File: src/rtl/bankx_pkg.sv
package bankx_pkg;

    localparam int REG_COUNT = 8;
    localparam int REG_IDX_W = $clog2(REG_COUNT);
    localparam int PRG_OFF_W = 13;
    localparam int CHR_OFF_W = 10;

    typedef logic [7:0] byte_t;

    typedef enum logic [1:0] {
        WR_NONE = 2'd0,
        WR_SEL  = 2'd1,
        WR_DATA = 2'd2
    } wr_kind_t;

    typedef enum logic [1:0] {
        WIN_LO  = 2'd0,
        WIN_MID = 2'd1,
        WIN_HI  = 2'd2,
        WIN_TOP = 2'd3
    } prg_win_t;

    typedef struct packed {
        logic                 chr_swap;
        logic                 prg_swap;
        logic [REG_IDX_W-1:0] target;
    } sel_t;

    function automatic wr_kind_t classify_write(input logic [15:0] addr, input logic wr);
        if (!wr || addr[15:13] != 3'b100) return WR_NONE;
        return addr[0] ? WR_DATA : WR_SEL;
    endfunction

    function automatic sel_t unpack_sel(input byte_t raw);
        sel_t s;
        s.chr_swap = raw[7];
        s.prg_swap = raw[6];
        s.target   = raw[REG_IDX_W-1:0];
        return s;
    endfunction

endpackage

File: src/rtl/bankx_regfile.sv
module bankx_regfile
    import bankx_pkg::*;
(
    input  logic                   clk,
    input  logic                   rst,
    input  logic [15:0]            cpu_addr,
    input  logic [7:0]             cpu_data,
    input  logic                   cpu_wr,
    output logic [7:0]             sel_q,
    output logic [REG_COUNT*8-1:0] regs_flat
);
    wr_kind_t kind;
    sel_t     sel_f;

    always_comb begin
        kind  = classify_write(cpu_addr, cpu_wr);
        sel_f = unpack_sel(sel_q);
    end

    always_ff @(posedge clk) begin
        if (rst)                 sel_q <= '0;
        else if (kind == WR_SEL) sel_q <= cpu_data;
    end

    for (genvar i = 0; i < REG_COUNT; i++) begin : g_bank
        logic [7:0] value_q;
        always_ff @(posedge clk) begin
            if (rst)
                value_q <= '0;
            else if (kind == WR_DATA && sel_f.target == REG_IDX_W'(i))
                value_q <= cpu_data;
        end
        assign regs_flat[i*8 +: 8] = value_q;
    end
endmodule

File: src/rtl/bankx_prg_map.sv
module bankx_prg_map
    import bankx_pkg::*;
#(
    parameter int PRG_BANKS = 64,
    localparam int BANK_W   = $clog2(PRG_BANKS),
    localparam int AW       = BANK_W + PRG_OFF_W
) (
    input  logic [15:0]  cpu_addr,
    input  logic         prg_swap,
    input  logic [7:0]   reg6,
    input  logic [7:0]   reg7,
    output logic [AW-1:0] prg_addr
);
    localparam logic [BANK_W-1:0] LAST_BANK   = BANK_W'(PRG_BANKS - 1);
    localparam logic [BANK_W-1:0] SECOND_LAST = BANK_W'(PRG_BANKS - 2);

    prg_win_t          win;
    logic [BANK_W-1:0] bank;

    always_comb begin
        win = prg_win_t'(cpu_addr[14:13]);
        unique case (win)
            WIN_LO:  bank = prg_swap ? SECOND_LAST : reg6[BANK_W-1:0];
            WIN_MID: bank = reg7[BANK_W-1:0];
            WIN_HI:  bank = prg_swap ? reg6[BANK_W-1:0] : SECOND_LAST;
            default: bank = LAST_BANK;
        endcase
        prg_addr = {bank, cpu_addr[PRG_OFF_W-1:0]};
    end
endmodule

File: src/rtl/bankx_chr_map.sv
module bankx_chr_map
    import bankx_pkg::*;
#(
    parameter int CHR_BANK_W = 8,
    localparam int AW        = CHR_BANK_W + CHR_OFF_W
) (
    input  logic [12:0]   ppu_addr,
    input  logic          chr_swap,
    input  logic [47:0]   chr_regs,
    output logic [AW-1:0] chr_addr
);
    logic                  big_half;
    logic [7:0]            pick;
    logic [CHR_BANK_W-1:0] bank;

    always_comb begin
        big_half = ~(ppu_addr[12] ^ chr_swap);
        if (big_half) begin
            pick = chr_regs[{2'b00, ppu_addr[11]}*8 +: 8];
            bank = {pick[CHR_BANK_W-1:1], ppu_addr[10]};
        end else begin
            pick = chr_regs[(3'd2 + {1'b0, ppu_addr[11:10]})*8 +: 8];
            bank = pick[CHR_BANK_W-1:0];
        end
        chr_addr = {bank, ppu_addr[CHR_OFF_W-1:0]};
    end
endmodule

File: src/rtl/cart_bank_xlate.sv
module cart_bank_xlate
    import bankx_pkg::*;
#(
    parameter int PRG_BANKS  = 64,
    parameter int CHR_BANK_W = 8,
    localparam int PRG_AW    = $clog2(PRG_BANKS) + PRG_OFF_W,
    localparam int CHR_AW    = CHR_BANK_W + CHR_OFF_W
) (
    input  logic              clk,
    input  logic              rst,
    input  logic [15:0]       cpu_addr,
    input  logic [7:0]        cpu_data,
    input  logic              cpu_wr,
    input  logic [12:0]       ppu_addr,
    output logic [PRG_AW-1:0] prg_addr,
    output logic [CHR_AW-1:0] chr_addr
);
    logic [7:0]             bank_sel;
    logic [REG_COUNT*8-1:0] regs_flat;
    sel_t                   sel_f;

    assign sel_f = unpack_sel(bank_sel);

    bankx_regfile u_regs (
        .clk      (clk),
        .rst      (rst),
        .cpu_addr (cpu_addr),
        .cpu_data (cpu_data),
        .cpu_wr   (cpu_wr),
        .sel_q    (bank_sel),
        .regs_flat(regs_flat)
    );

    bankx_prg_map #(.PRG_BANKS(PRG_BANKS)) u_prg (
        .cpu_addr(cpu_addr),
        .prg_swap(sel_f.prg_swap),
        .reg6    (regs_flat[6*8 +: 8]),
        .reg7    (regs_flat[7*8 +: 8]),
        .prg_addr(prg_addr)
    );

    bankx_chr_map #(.CHR_BANK_W(CHR_BANK_W)) u_chr (
        .ppu_addr(ppu_addr),
        .chr_swap(sel_f.chr_swap),
        .chr_regs(regs_flat[47:0]),
        .chr_addr(chr_addr)
    );
endmodule

File: config.mk
export PLATFORM = sky130hd
export DESIGN_NAME = cart_bank_xlate
export DESIGN_NICKNAME = d
export VERILOG_FILES = /design/src/rtl/bankx_pkg.sv /design/src/rtl/bankx_regfile.sv /design/src/rtl/bankx_prg_map.sv /design/src/rtl/bankx_chr_map.sv /design/src/rtl/cart_bank_xlate.sv
export SDC_FILE = /design/constraint.sdc
export NUM_CORES = 1
export LEC_CHECK = 0
export ABC_AREA = 1
export CORE_ASPECT_RATIO = 0.9
export CORE_MARGIN = 2
export CORE_UTILIZATION = 35
export DETAILED_ROUTE_END_ITERATION = 8
export DONT_BUFFER_PORTS = 1
export SLEW_MARGIN = 20
export SYNTH_ARGS = -nofsm -noshare
export SYNTH_HDL_FRONTEND = slang
export SYNTH_SLANG_ARGS = --single-unit
File: constraint.sdc
create_clock -name clk -period 1.68 [get_ports clk]
set_input_delay 0.336 -clock clk [delete_from_list [all_inputs] [get_ports clk]]
set_output_delay 0.336 -clock clk [all_outputs]
set_load 0.02 [all_outputs]
==> metrics.md, run 1 <==
| Metric | Value |
|---|---|
| Clock latency on the worst-skew pair | 0.34 ns |
| Hold bufs inserted after CTS | 0 |
| Sinks on Clock Net | 63 |
| First-pass GRT wire length | 14.5 mm |
| Length in cells of the worst reg-to-reg path | 6 |
| Switching power summed over all nets | 788 uW |
| Internal Power | 2.32 mW |
| Number of max-slew violations in the final report | 0 |
| Max-capacitance violation count | 0 |
| CP max stage delay | 0.35 ns |
| Most area-hungry cell type in the Yosys netlist | sky130_fd_sc_hd__dfxtp_1 |
| Ratio of cells with drive above 1 in the final layout | 9.94% |
| Post-placement setup slack | 0.177 ns |
| Clock power frac | 41.5% |
| CP Launch Type | register |
| Maximum number of pins on one net before global-route repair | 59 |
| Hold violation count in the final report | 0 |
| Slowest cell on the critical path | sky130_fd_sc_hd__dfxtp_2 |
| Clock transition at the register clock pins on the worst setup and hold paths after CTS | 0.07 ns |
| Setup repair after global routing missed its margin | yes |
| Number of flip-flops and latches in the synthesized netlist | 63 |
| Number of distinct standard cells referenced by the synthesized netlist | 19 |
| Top cell type's share of synthesized area | 38.6% |
| Outcome | complete, but fails checks |
| Critical path arrival | 1.36 ns |
| Vias after detailed routing | 3093 |
| Largest driver fanout on the critical path | 8 |
| Average routed wire per standard cell | 14.1 um |
| Die extent in y | 95.7 um |
| Final critical-path required period | 1.70 ns |
| Synthesized netlist net count | 554 |
| Initial antenna violation count | 0 |
| Commonest cells after routing, fill and taps aside | sky130_fd_sc_hd__nor2_1 (157), sky130_fd_sc_hd__nand2_1 (90), sky130_fd_sc_hd__nand3_1 (70), sky130_fd_sc_hd__dfxtp_1 (61), sky130_fd_sc_hd__o21ai_0 (37) |
| Number of instances on the worst hold path | 2 |
| Average vias per placed instance | 4.95 |
| Net count of the finished layout | 538 |
| Overall Global Routing Usage | 18.5% |
| Gate count after technology mapping | 514 |
| Leak pwr | 1.46 nW |
| Fraction of the mapped netlist area in adder cells | 0% |
| TritonCTS Buffers | 9 |
| Cell area after technology mapping | 0.00327 mm2 |
| Yosys warning count | 0 |
| Total half-perimeter wirelength after legalization and detailed placement | 6.06 mm |
| Core area | 0.00908 mm2 |
| Vias in the first global route | 2851 |
| Root buffer cell | sky130_fd_sc_hd__clkbuf_8 |
| Mean instance size in the synthesized netlist | 6.36 um2 |
| Initial core utilization | 36.0% |
| Worst setup slack after layout | -0.0198 ns |
| Comb power frac | 10.0% |
| Post-synthesis simple-gate area fraction | 42.3% |
| Xor/xnor cell area share of the yosys netlist | 0.268% |
| Overflow left after global routing | 0 |
| Post-detailed-route count of antenna-violating nets | 0 |
| Ratio of total power to cell area | 880 mW/mm2 |
| Worst-Margin Slew | 0.479 ns |
| Final weighted congestion in routability-driven placement | 0.852 |
| Maximum clock frequency | 588 MHz |
| Area fraction in compound gates after synthesis | 7.73% |
| Worst hold margin | 0.196 ns |
| CTS H-tree lvls | 3 |
| ANT cells | 0 |
| Portion of the clock cycle consumed by the worst path in the final layout | 101% |
| Crit path cell chain | xnor2_4, buf_6, nor2_1, a21oi_1, buf_4 |
| DIE WIDTH | 106 um |
| Relative slew slack | 68.0% |
| Most common library cell in the layout ignoring fill and taps | sky130_fd_sc_hd__nor2_1 |
| Bufs on Longest Clock Path | 2 |
| Maximum vdd ir drop | 0.362 mV |
| Top-level port count | 77 |
| Endpoint kind of the worst setup timing path | output port |
| Part of the Yosys area used for sequential elements | 38.6% |
| Worst path required time | 1.34 ns |
| Post-route DRC | 0 |
| Total Wirelength | 8.84 mm |
| Number of setup violations in the final report | 4 |
| Largest cells by area after synthesis | sky130_fd_sc_hd__dfxtp_1 (39%), sky130_fd_sc_hd__nor2_1 (18%), sky130_fd_sc_hd__nand3_1 (11%) |
| Net Sw Frac | 25.4% |
| Violated checks | negative setup slack |
| Starting DRC count in detailed routing | 252 |
| Dominant combinational cell family by area after synthesis | simple AND/OR/NAND/NOR gates |
| Full die area | 0.0101 mm2 |
| Placement Rows | 33 |
| Category of the most critical setup path | reg -> out |
| Number of search-and-repair iterations in the first detailed-routing pass | 5 |
| Area growth syn-to-layout | 7.92% |
| Clock skew after layout | 0.00511 ns |
| Count of port buffers added during placement | 0 |
| Flop pwr share | 48.5% |
| Type of the worst min-delay path | in -> reg |
| TritonCTS clock tree | built |
| Multiplexer fraction of the synthesized cell area | 0% |
## path summary, 6_finish.rpt
check	from	end	slack (ns)
max reg2reg	u_regs.sel_q[2]	u_regs.g_bank[7].value_q[2]	0.39
max	u_regs.sel_q[7]	chr_addr[16]	-0.02
min reg2reg	u_regs.g_bank[7].value_q[1]	u_regs.g_bank[7].value_q[1]	0.48
min	cpu_data[0]	u_regs.sel_q[0]	0.20
## power groups by stage
stage / clock network [mW] / logic (mW) / registers [mW]
final: 1.29 / 0.311 / 1.51
after global routing: 1.39 / 0.344 / 1.51
after floorplan: 0 / 0.296 / 1.54
after global placement: 0 / 0.293 / 1.54
after CTS: 1.32 / 0.301 / 1.51
after detailed placement: 0 / 0.294 / 1.54
## synthesized netlist by cell type
| master | instances |
|---|---|
| sky130_fd_sc_hd__a21oi_1 | 12 |
| sky130_fd_sc_hd__buf_1 | 6 |
| sky130_fd_sc_hd__buf_2 | 3 |
| sky130_fd_sc_hd__buf_4 | 24 |
| sky130_fd_sc_hd__buf_6 | 2 |
| sky130_fd_sc_hd__clkbuf_1 | 5 |
| sky130_fd_sc_hd__clkinv_1 | 1 |
| sky130_fd_sc_hd__dfxtp_1 | 63 |
| sky130_fd_sc_hd__inv_1 | 25 |
| sky130_fd_sc_hd__inv_2 | 2 |
| sky130_fd_sc_hd__nand2_1 | 90 |
| sky130_fd_sc_hd__nand3_1 | 71 |
| sky130_fd_sc_hd__nand3_4 | 1 |
| sky130_fd_sc_hd__nor2_1 | 158 |
| sky130_fd_sc_hd__nor2_2 | 11 |
| sky130_fd_sc_hd__nor2_4 | 1 |
| sky130_fd_sc_hd__o211ai_1 | 1 |
| sky130_fd_sc_hd__o21ai_0 | 37 |
| sky130_fd_sc_hd__xnor2_1 | 1 |
## registers in the layout, indices dropped and copies added, names as in the netlist
register and cells:
u_regs.g_bank.value_q 58, u_regs.sel_q 5
## repair_timing
action                                  4_1_cts  5_1_grt
resized for setup                             7        5
setup buffers                                 0        0
endpoints found under the setup margin        7       13
pin swaps                                     4        2
endpoints found under the hold margin         0        0
## cell families (layout without fill, tap and decap cells)
family,count (synthesis),after routing
XOR/XNOR,1,1
buffers and inverters,68,57
AO/OA/AOI/OAI,50,50
AND/OR/NAND/NOR,332,332
flip-flops,63,63
## routing by layer
layer	global-route usage [%]	wire length, um
met1	24.1	4150
met2	28.9	3930
met3	5.55	576
met4	6.91	184
met5	0	0
## critical path, delay by kind of cell (launching register included)
kind,cells,cell delay (ns)
AOI/OAI and AO/OA,1,0.14
xor gates and xnor gates,1,0.16
buffers and inverters,2,0.31
DFF,1,0.35
and+or+nand+nor,1,0.05
## layout make-up
| type | count | area [um2] |
|---|---|---|
| tap | 122 | 153 |
| clock buffer | 12 | 145 |
| timing repair buffer | 13 | 134 |
| fill | 990 | 5550 |
| clock inverter | 4 | 45.0 |
| inverter | 28 | 105 |
| multi-input combinational | 383 | 1680 |
| sequential | 63 | 1260 |
## through the flow
step	power (mW)	std cells	TNS [ns]	util [%]	area [um2]
5_1_grt	3.24	625	-0.543	38.9	3530
2_1_floorplan	1.83	514	0	-	3270
6_report	3.11	625	-0.0407	38.9	3530
4_1_cts	3.13	625	-0.185	38.6	3500
3_5_place_dp	1.83	609	0	36.2	3290
3_3_place_gp	1.83	609	0	36.2	3290
No activity file was read; power rests on OpenSTA's default activity.
==> inputs of run 2 (changes only) <==
--- a/config.mk
+++ b/config.mk
@@ -11,6 +11,7 @@
 export CORE_UTILIZATION = 35
 export DETAILED_ROUTE_END_ITERATION = 8
 export DONT_BUFFER_PORTS = 1
+export GPL_ROUTABILITY_DRIVEN = 0
 export SLEW_MARGIN = 20
 export SYNTH_ARGS = -nofsm -noshare
 export SYNTH_HDL_FRONTEND = slang
==> constraint.sdc (replaced) <==
create_clock -name clk -period 1.9 [get_ports clk]
set_input_delay 0.38 -clock clk [delete_from_list [all_inputs] [get_ports clk]]
set_output_delay 0.38 -clock clk [all_outputs]
set_load 0.02 [all_outputs]
==> run 2 against run 1 <==
The flow now finishes without violations. Global-route usage is 0.30 points lower. Final area is 1.2% lower. Clock power is 11% lower. Critical path depth stayed put. Flip-flop and latch count stayed put. Die area stayed put. Non-clock buffer count is 1 lower. Combinational power is 15% lower. Total power is 11% lower.
==> metrics.md, run 2 (synthesized netlist as in run 1, its figures left out) <==
| Metric | Value |
|---|---|
| Setup repair after global routing missed its margin | no |
| Setup TNS | 0 ns |
| Crit path cell chain | xnor2_2, buf_6, nor2_1, a21oi_1, buf_4 |
| Vias in the first global route | 2834 |
| CTS H-tree lvls | 3 |
| Endpoint kind of the worst setup timing path | output port |
| Largest driver fanout on the critical path | 8 |
| Count of port buffers added during placement | 0 |
| Overall Global Routing Usage | 18.1% |
| Outcome | finished, final reports clean |
| Category of the most critical setup path | reg -> out |
| Post-route DRC | 0 |
| Average routed wire per standard cell | 14.0 um |
| Number of max-slew violations in the final report | 0 |
| Internal Power | 2.04 mW |
| Switching power summed over all nets | 705 uW |
| Type of the worst min-delay path | in -> reg |
| Die extent in y | 95.7 um |
| Worst R2R Setup Slack | 0.59 ns |
| CP max stage delay | 0.33 ns |
| Number of buffers inserted by post-CTS setup repair | 0 |
| Placement Rows | 33 |
| Flop pwr share | 48.4% |
| Commonest cells after routing, fill and taps aside | sky130_fd_sc_hd__nor2_1 (158), sky130_fd_sc_hd__nand2_1 (90), sky130_fd_sc_hd__nand3_1 (71), sky130_fd_sc_hd__dfxtp_1 (63), sky130_fd_sc_hd__o21ai_0 (37) |
| Clock skew after layout | 0.00625 ns |
| DIE WIDTH | 106 um |
| Hold bufs inserted after CTS | 0 |
| Vias after detailed routing | 3052 |
| Net count of the finished layout | 537 |
| Full die area | 0.0101 mm2 |
| CP Launch Type | register |
| Most flop-heavy register | u_regs.g_bank.value_q |
| Total half-perimeter wirelength after legalization and detailed placement | 5.94 mm |
| Endpoint, Worst Hold | u_regs.sel_q[1] |
| Area growth syn-to-layout | 6.58% |
| Maximum clock frequency | 559 MHz |
| Overflow left after global routing | 0 |
| Portion of the clock cycle consumed by the worst path in the final layout | 94.1% |
| Clock latency on the worst-skew pair | 0.33 ns |
| Number of instances on the worst hold path | 2 |
| Fin area | 0.00349 mm2 |
| Max-capacitance violation count | 0 |
| Post-detailed-route count of antenna-violating nets | 0 |
| Length in cells of the worst reg-to-reg path | 6 |
| Number of search-and-repair iterations in the first detailed-routing pass | 6 |
| Starting DRC count in detailed routing | 227 |
| Net Sw Frac | 25.7% |
| Hold path startpoint | cpu_data[1] |
| Critical path arrival | 1.41 ns |
| Initial core utilization | 36.0% |
| Most common library cell in the layout ignoring fill and taps | sky130_fd_sc_hd__nor2_1 |
| Largest registers ranked by flip-flop count | u_regs.g_bank.value_q (58), u_regs.sel_q (5) |
| Maximum vdd ir drop | 0.240 mV |
| Post-detailed-placement cell area | 0.00328 mm2 |
| First-pass GRT wire length | 14.2 mm |
| Total of cells resized after clock tree synthesis | 0 |
| Maximum number of pins on one net before global-route repair | 59 |
| Average vias per placed instance | 4.89 |
| Clock transition at the register clock pins on the worst setup and hold paths after CTS | 0.07 ns |
| Number of flip-flops in the largest register | 58 |
| Core area | 0.00908 mm2 |
| Ratio of cells with drive above 1 in the final layout | 8.57% |
| Bufs on Longest Clock Path | 2 |
| Relative slew slack | 69.6% |
| Worst-Margin Slew | 0.456 ns |
| TritonCTS clock tree | built |
| Final critical-path required period | 1.79 ns |
| Leak pwr | 1.45 nW |
| Total Wirelength | 8.75 mm |
| Clock power frac | 41.9% |
| Comb power frac | 9.6% |
| Slowest cell on the critical path | sky130_fd_sc_hd__dfxtp_1 |
| Ratio of total power to cell area | 789 mW/mm2 |
| Top-level port count | 77 |
| Worst reg2reg path endpoint | u_regs.g_bank[7].value_q[1] |
| Initial antenna violation count | 0 |
| Hold violation count in the final report | 0 |
| Root buffer cell | sky130_fd_sc_hd__clkbuf_8 |
| Worst path required time | 1.52 ns |
| Start of the worst register-to-register path | u_regs.sel_q[2] |
| Sinks on Clock Net | 63 |
| Number of setup violations in the final report | 0 |
| ANT cells | 0 |
| TritonCTS Buffers | 9 |
## run 2: metrics by stage
step / power (mW) / cells / util (%) / hold WS [ns] / setup slack, ns
floorplan: 1.62 / 514 / - / 0.436 / 0.227
global placement: 1.62 / 608 / 36.2 / 0.465 / 0.348
detailed placement: 1.62 / 608 / 36.2 / 0.471 / 0.301
CTS: 2.77 / 624 / 38.3 / 0.241 / 0.0380
global route: 2.85 / 624 / 38.4 / 0.258 / 0.0268
finish: 2.75 / 624 / 38.4 / 0.252 / 0.112
## run 2: routing by layer
layer | vias up | share of wire [%] | global-route usage [%]
li1 | 1573 | - | -
met1 | 1382 | 49 | 24.8
met2 | 85 | 44 | 28.7
met3 | 12 | 5.9 | 3.05
met4 | 0 | 1.2 | 7.57
met5 | - | 0 | 0
## run 2: worst max path at each step
stage,startpoint,end,slack (ns),cells past startpoint
global route,u_regs.sel_q[7],chr_addr[15],0.03,5
detailed placement,ppu_addr[10],chr_addr[13],0.30,7
CTS,u_regs.sel_q[7],chr_addr[14],0.04,5
global placement,ppu_addr[10],chr_addr[17],0.35,7
floorplan,ppu_addr[10],chr_addr[15],0.23,6
finish,u_regs.sel_q[7],chr_addr[14],0.11,5
## run 2: power groups by stage
| stage | logic [mW] | registers [mW] | clock network (mW) |
|---|---|---|---|
| 2_1_floorplan | 0.262 | 1.36 | 0 |
| 3_3_place_gp | 0.259 | 1.36 | 0 |
| 3_5_place_dp | 0.262 | 1.36 | 0 |
| 4_1_cts | 0.262 | 1.33 | 1.17 |
| 5_1_grt | 0.294 | 1.33 | 1.22 |
| 6_report | 0.265 | 1.33 | 1.15 |
## run 2: cell type report
class | count | area (um2)
fill | 1023 | 5600
clock inverter | 4 | 45.0
tap | 122 | 153
timing repair buffer | 12 | 119
multi-input combinational | 383 | 1660
sequential | 63 | 1260
clock buffer | 12 | 145
inverter | 28 | 105
## run 2: critical path: cells and delay by family (launching register included)
kind | cells | cell delay (ns)
simple gates | 1 | 0.05
xor+xnor | 1 | 0.20
buf+inv | 2 | 0.34
compound gates | 1 | 0.16
flops | 1 | 0.33
==> inputs of run 3 (changes only) <==
--- a/config.mk
+++ b/config.mk
@@ -5,13 +5,13 @@
 export SDC_FILE = /design/constraint.sdc
 export NUM_CORES = 1
 export LEC_CHECK = 0
-export ABC_AREA = 1
 export CORE_ASPECT_RATIO = 0.9
 export CORE_MARGIN = 2
 export CORE_UTILIZATION = 35
 export DETAILED_ROUTE_END_ITERATION = 8
 export DONT_BUFFER_PORTS = 1
 export GPL_ROUTABILITY_DRIVEN = 0
+export GPL_TIMING_DRIVEN = 0
 export SLEW_MARGIN = 20
 export SYNTH_ARGS = -nofsm -noshare
 export SYNTH_HDL_FRONTEND = slang
==> run 3 against run 2 <==
Final cell count is 28% lower. Flip-flop and latch count unchanged. Critical path type unchanged. Non-clock buffer count increased by 38. Die area shrank 2.1%. First-iteration DRC count down 81%. Clock-buffer cell count fell by 1. Highest routed layer unchanged. Critical path depth down 1.
==> metrics.md, run 3 <==
| Metric | Value |
|---|---|
| Top-level port count | 77 |
| Root buffer cell | sky130_fd_sc_hd__clkbuf_8 |
| Filler Cell Count | 915 |
| Setup TNS | 0 ns |
| Number of max-slew violations in the final report | 0 |
| Largest driver fanout on the critical path | 4 |
| First-pass GRT wire length | 12.0 mm |
| Number of flip-flops in the largest register | 58 |
| Worst R2R Setup Slack | 0.54 ns |
| Final critical-path required period | 1.84 ns |
| Most area-hungry cell type in the Yosys netlist | sky130_fd_sc_hd__dfxtp_1 |
| TritonCTS Buffers | 9 |
| Average vias per placed instance | 4.99 |
| Worst path required time | 1.52 ns |
| Most common library cell in the layout ignoring fill and taps | sky130_fd_sc_hd__nand2b_1 |
| Commonest cells after routing, fill and taps aside | sky130_fd_sc_hd__nand2b_1 (67), sky130_fd_sc_hd__mux2i_1 (66), sky130_fd_sc_hd__dfxtp_1 (62), sky130_fd_sc_hd__buf_4 (27), sky130_fd_sc_hd__clkbuf_8 (10) |
| Core area | 0.00900 mm2 |
| Synthesized netlist net count | 352 |
| Critical path arrival | 1.46 ns |
| Worst-Margin Slew | 0.537 ns |
| Number of flops mapped to enable cells by yosys | 0 |
| Type of the worst min-delay path | in -> reg |
| Ratio of cells with drive above 1 in the final layout | 23.0% |
| Overall Global Routing Usage | 15.9% |
| Net count of the finished layout | 365 |
| Total area of sequential cells | 0.00126 mm2 |
| Fin area | 0.00366 mm2 |
| Outcome | finished, final reports clean |
| Initial core utilization | 35.5% |
| CP Launch Type | register |
| Area growth syn-to-layout | 14.4% |
| Yosys warning count | 0 |
| Part of the Yosys area used for sequential elements | 39.4% |
| Hold violation count in the final report | 0 |
| DIE WIDTH | 105 um |
| Portion of the clock cycle consumed by the worst path in the final layout | 96.7% |
| Clock skew after layout | 0.0124 ns |
| Clock transition at the register clock pins on the worst setup and hold paths after CTS | 0.08 ns |
| Hold path startpoint | cpu_data[6] |
| Uppermost layer routed | met4 |
| Fraction of registers with async set or reset after synthesis | 0% |
| Amount of wire on met2 after detailed routing | 3.73 mm |
| Total length of routed met3 wires | 326 um |
| Starting DRC count in detailed routing | 44 |
| Total half-perimeter wirelength after legalization and detailed placement | 5.24 mm |
| Sinks on Clock Net | 63 |
| Post-route met1 wirelength | 3.35 mm |
| Setup repair after global routing missed its margin | no |
| Maximum vdd ir drop | 0.286 mV |
| Relative slew slack | 64.2% |
| Total placed cells including tap cells | 434 |
| Hold bufs inserted after CTS | 0 |
| Placement Rows | 33 |
| Most frequent cells after synthesis | sky130_fd_sc_hd__nand2b_1 (67), sky130_fd_sc_hd__mux2i_1 (66), sky130_fd_sc_hd__dfxtp_1 (63) |
| Count of port buffers added during placement | 0 |
| Full die area | 0.00992 mm2 |
| Worst reg2reg path endpoint | u_regs.g_bank[0].value_q[4] |
| Initial antenna violation count | 0 |
| Length in cells of the worst reg-to-reg path | 4 |
| Post-route DRC | 0 |
| Post-layout instance count excluding filler cells | 452 |
| Maximum clock frequency | 544 MHz |
| Category of the most critical setup path | reg -> out |
| Commonest register cell after synthesis | sky130_fd_sc_hd__dfxtp_1 |
| Total Wirelength | 7.51 mm |
| Largest cells by area after synthesis | sky130_fd_sc_hd__dfxtp_1 (39%), sky130_fd_sc_hd__mux2i_1 (21%), sky130_fd_sc_hd__nand2b_1 (13%) |
| Endpoint kind of the worst setup timing path | output port |
| Number of flip-flops and latches in the synthesized netlist | 63 |
| Cell area after technology mapping | 0.00320 mm2 |
| CTS H-tree lvls | 3 |
| Ratio of total power to cell area | 753 mW/mm2 |
| Overflow left after global routing | 0 |
| ANT cells | 0 |
| Number of instances on the worst hold path | 2 |
| Leak pwr | 1.63 nW |
| Vias in the first global route | 2299 |
| Clock latency on the worst-skew pair | 0.35 ns |
| Endpoint, Worst Hold | u_regs.sel_q[6] |
| Number of setup violations in the final report | 0 |
| Number of search-and-repair iterations in the first detailed-routing pass | 5 |
| Max-capacitance violation count | 0 |
| Number of distinct standard cells referenced by the synthesized netlist | 31 |
| Multi-input gate area | 0.00170 mm2 |
| Bufs on Longest Clock Path | 2 |
| TritonCTS clock tree | built |
| Start of the worst register-to-register path | u_regs.sel_q[1] |
| Top cell type's share of synthesized area | 39.4% |
| Maximum number of pins on one net before global-route repair | 12 |
| Average routed wire per standard cell | 16.6 um |
| Gate count after technology mapping | 312 |
| Vias after detailed routing | 2254 |
| Most flop-heavy register | u_regs.g_bank.value_q |
| Post-detailed-placement cell area | 0.00335 mm2 |
| Largest registers ranked by flip-flop count | u_regs.g_bank.value_q (58), u_regs.sel_q (5) |
| Mean instance size in the synthesized netlist | 10.3 um2 |
| Post-detailed-route count of antenna-violating nets | 0 |
| Die extent in y | 94.7 um |
| Top-count cell post-synth | sky130_fd_sc_hd__nand2b_1 |
run 3: logic make-up after synthesis:
family,count (synthesis),synth area share [%]
AND/OR/NAND/NOR,97,19.2
multiplexers,74,25.9
buffers and inverters,49,9.98
XOR/XNOR,2,0.548
flip-flops,63,39.4
AO/OA/AOI/OAI,27,4.85
run 3: metal layers:
metal	GRT usage, %	up-vias
li1	-	1073
met5	0	-
met4	5.11	0
met1	18.9	1112
met2	28.2	56
met3	4.21	13
run 3: worst max path at each step:
stage | startpoint | cells past startpoint | slack, ns | end
after CTS | ppu_addr[11] | 5 | 0.01 | chr_addr[15]
after global placement | ppu_addr[12] | 4 | -0.30 | chr_addr[14]
after global routing | u_regs.sel_q[7] | 4 | 0.01 | chr_addr[14]
after floorplan | ppu_addr[10] | 4 | 0.10 | chr_addr[11]
after detailed placement | ppu_addr[12] | 4 | -0.29 | chr_addr[14]
final | u_regs.sel_q[7] | 4 | 0.06 | chr_addr[14]
run 3: what timing repair did:
action,in CTS,in global routing
endpoints found under the setup margin,8,8
hold endpoints to repair,0,0
resized for setup,23,5
gates cloned,0,0
pin swaps,1,0
setup buffers,2,0
run 3: layout make-up:
cell class	instances	share of cell area, %
flip-flops and latches	63	34.5
clock inverters	5	1.57
plain buffers	48	8.86
clock buffers	11	3.87
well taps	122	4.17
multi-input cells	200	46.5
inverters	1	0.103
repair buffers	2	0.411
run 3: worst max-delay path: stages (launching register included):
cell                      delay [ns]
sky130_fd_sc_hd__dfxtp_2        0.35
sky130_fd_sc_hd__xor2_4         0.17
sky130_fd_sc_hd__buf_4          0.15
sky130_fd_sc_hd__buf_4          0.17
sky130_fd_sc_hd__o21ai_2        0.27
run 3: metrics by stage:
| stage | utilization (%) | setup slack (ns) | total power, mW | hold WS [ns] |
|---|---|---|---|---|
| final | 40.6 | 0.0625 | 2.76 | 0.175 |
| after global routing | 40.6 | 0.00961 | 2.86 | 0.172 |
| after CTS | 40.5 | 0.0124 | 2.78 | 0.165 |
| after detailed placement | 37.2 | -0.286 | 1.60 | 0.465 |
| after global placement | 37.2 | -0.298 | 1.60 | 0.458 |
| after floorplan | - | 0.104 | 1.56 | 0.448 |
run 3: power breakdown:
group / internal, mW / total, mW / switching, mW / leakage (nW)
Sequential: 1.32 / 1.33 / 0.00196 / 0.508
Combinational: 0.102 / 0.261 / 0.158 / 1.03
Clock: 0.639 / 1.17 / 0.530 / 0.0916
Total: 2.06 / 2.76 / 0.691 / 1.63
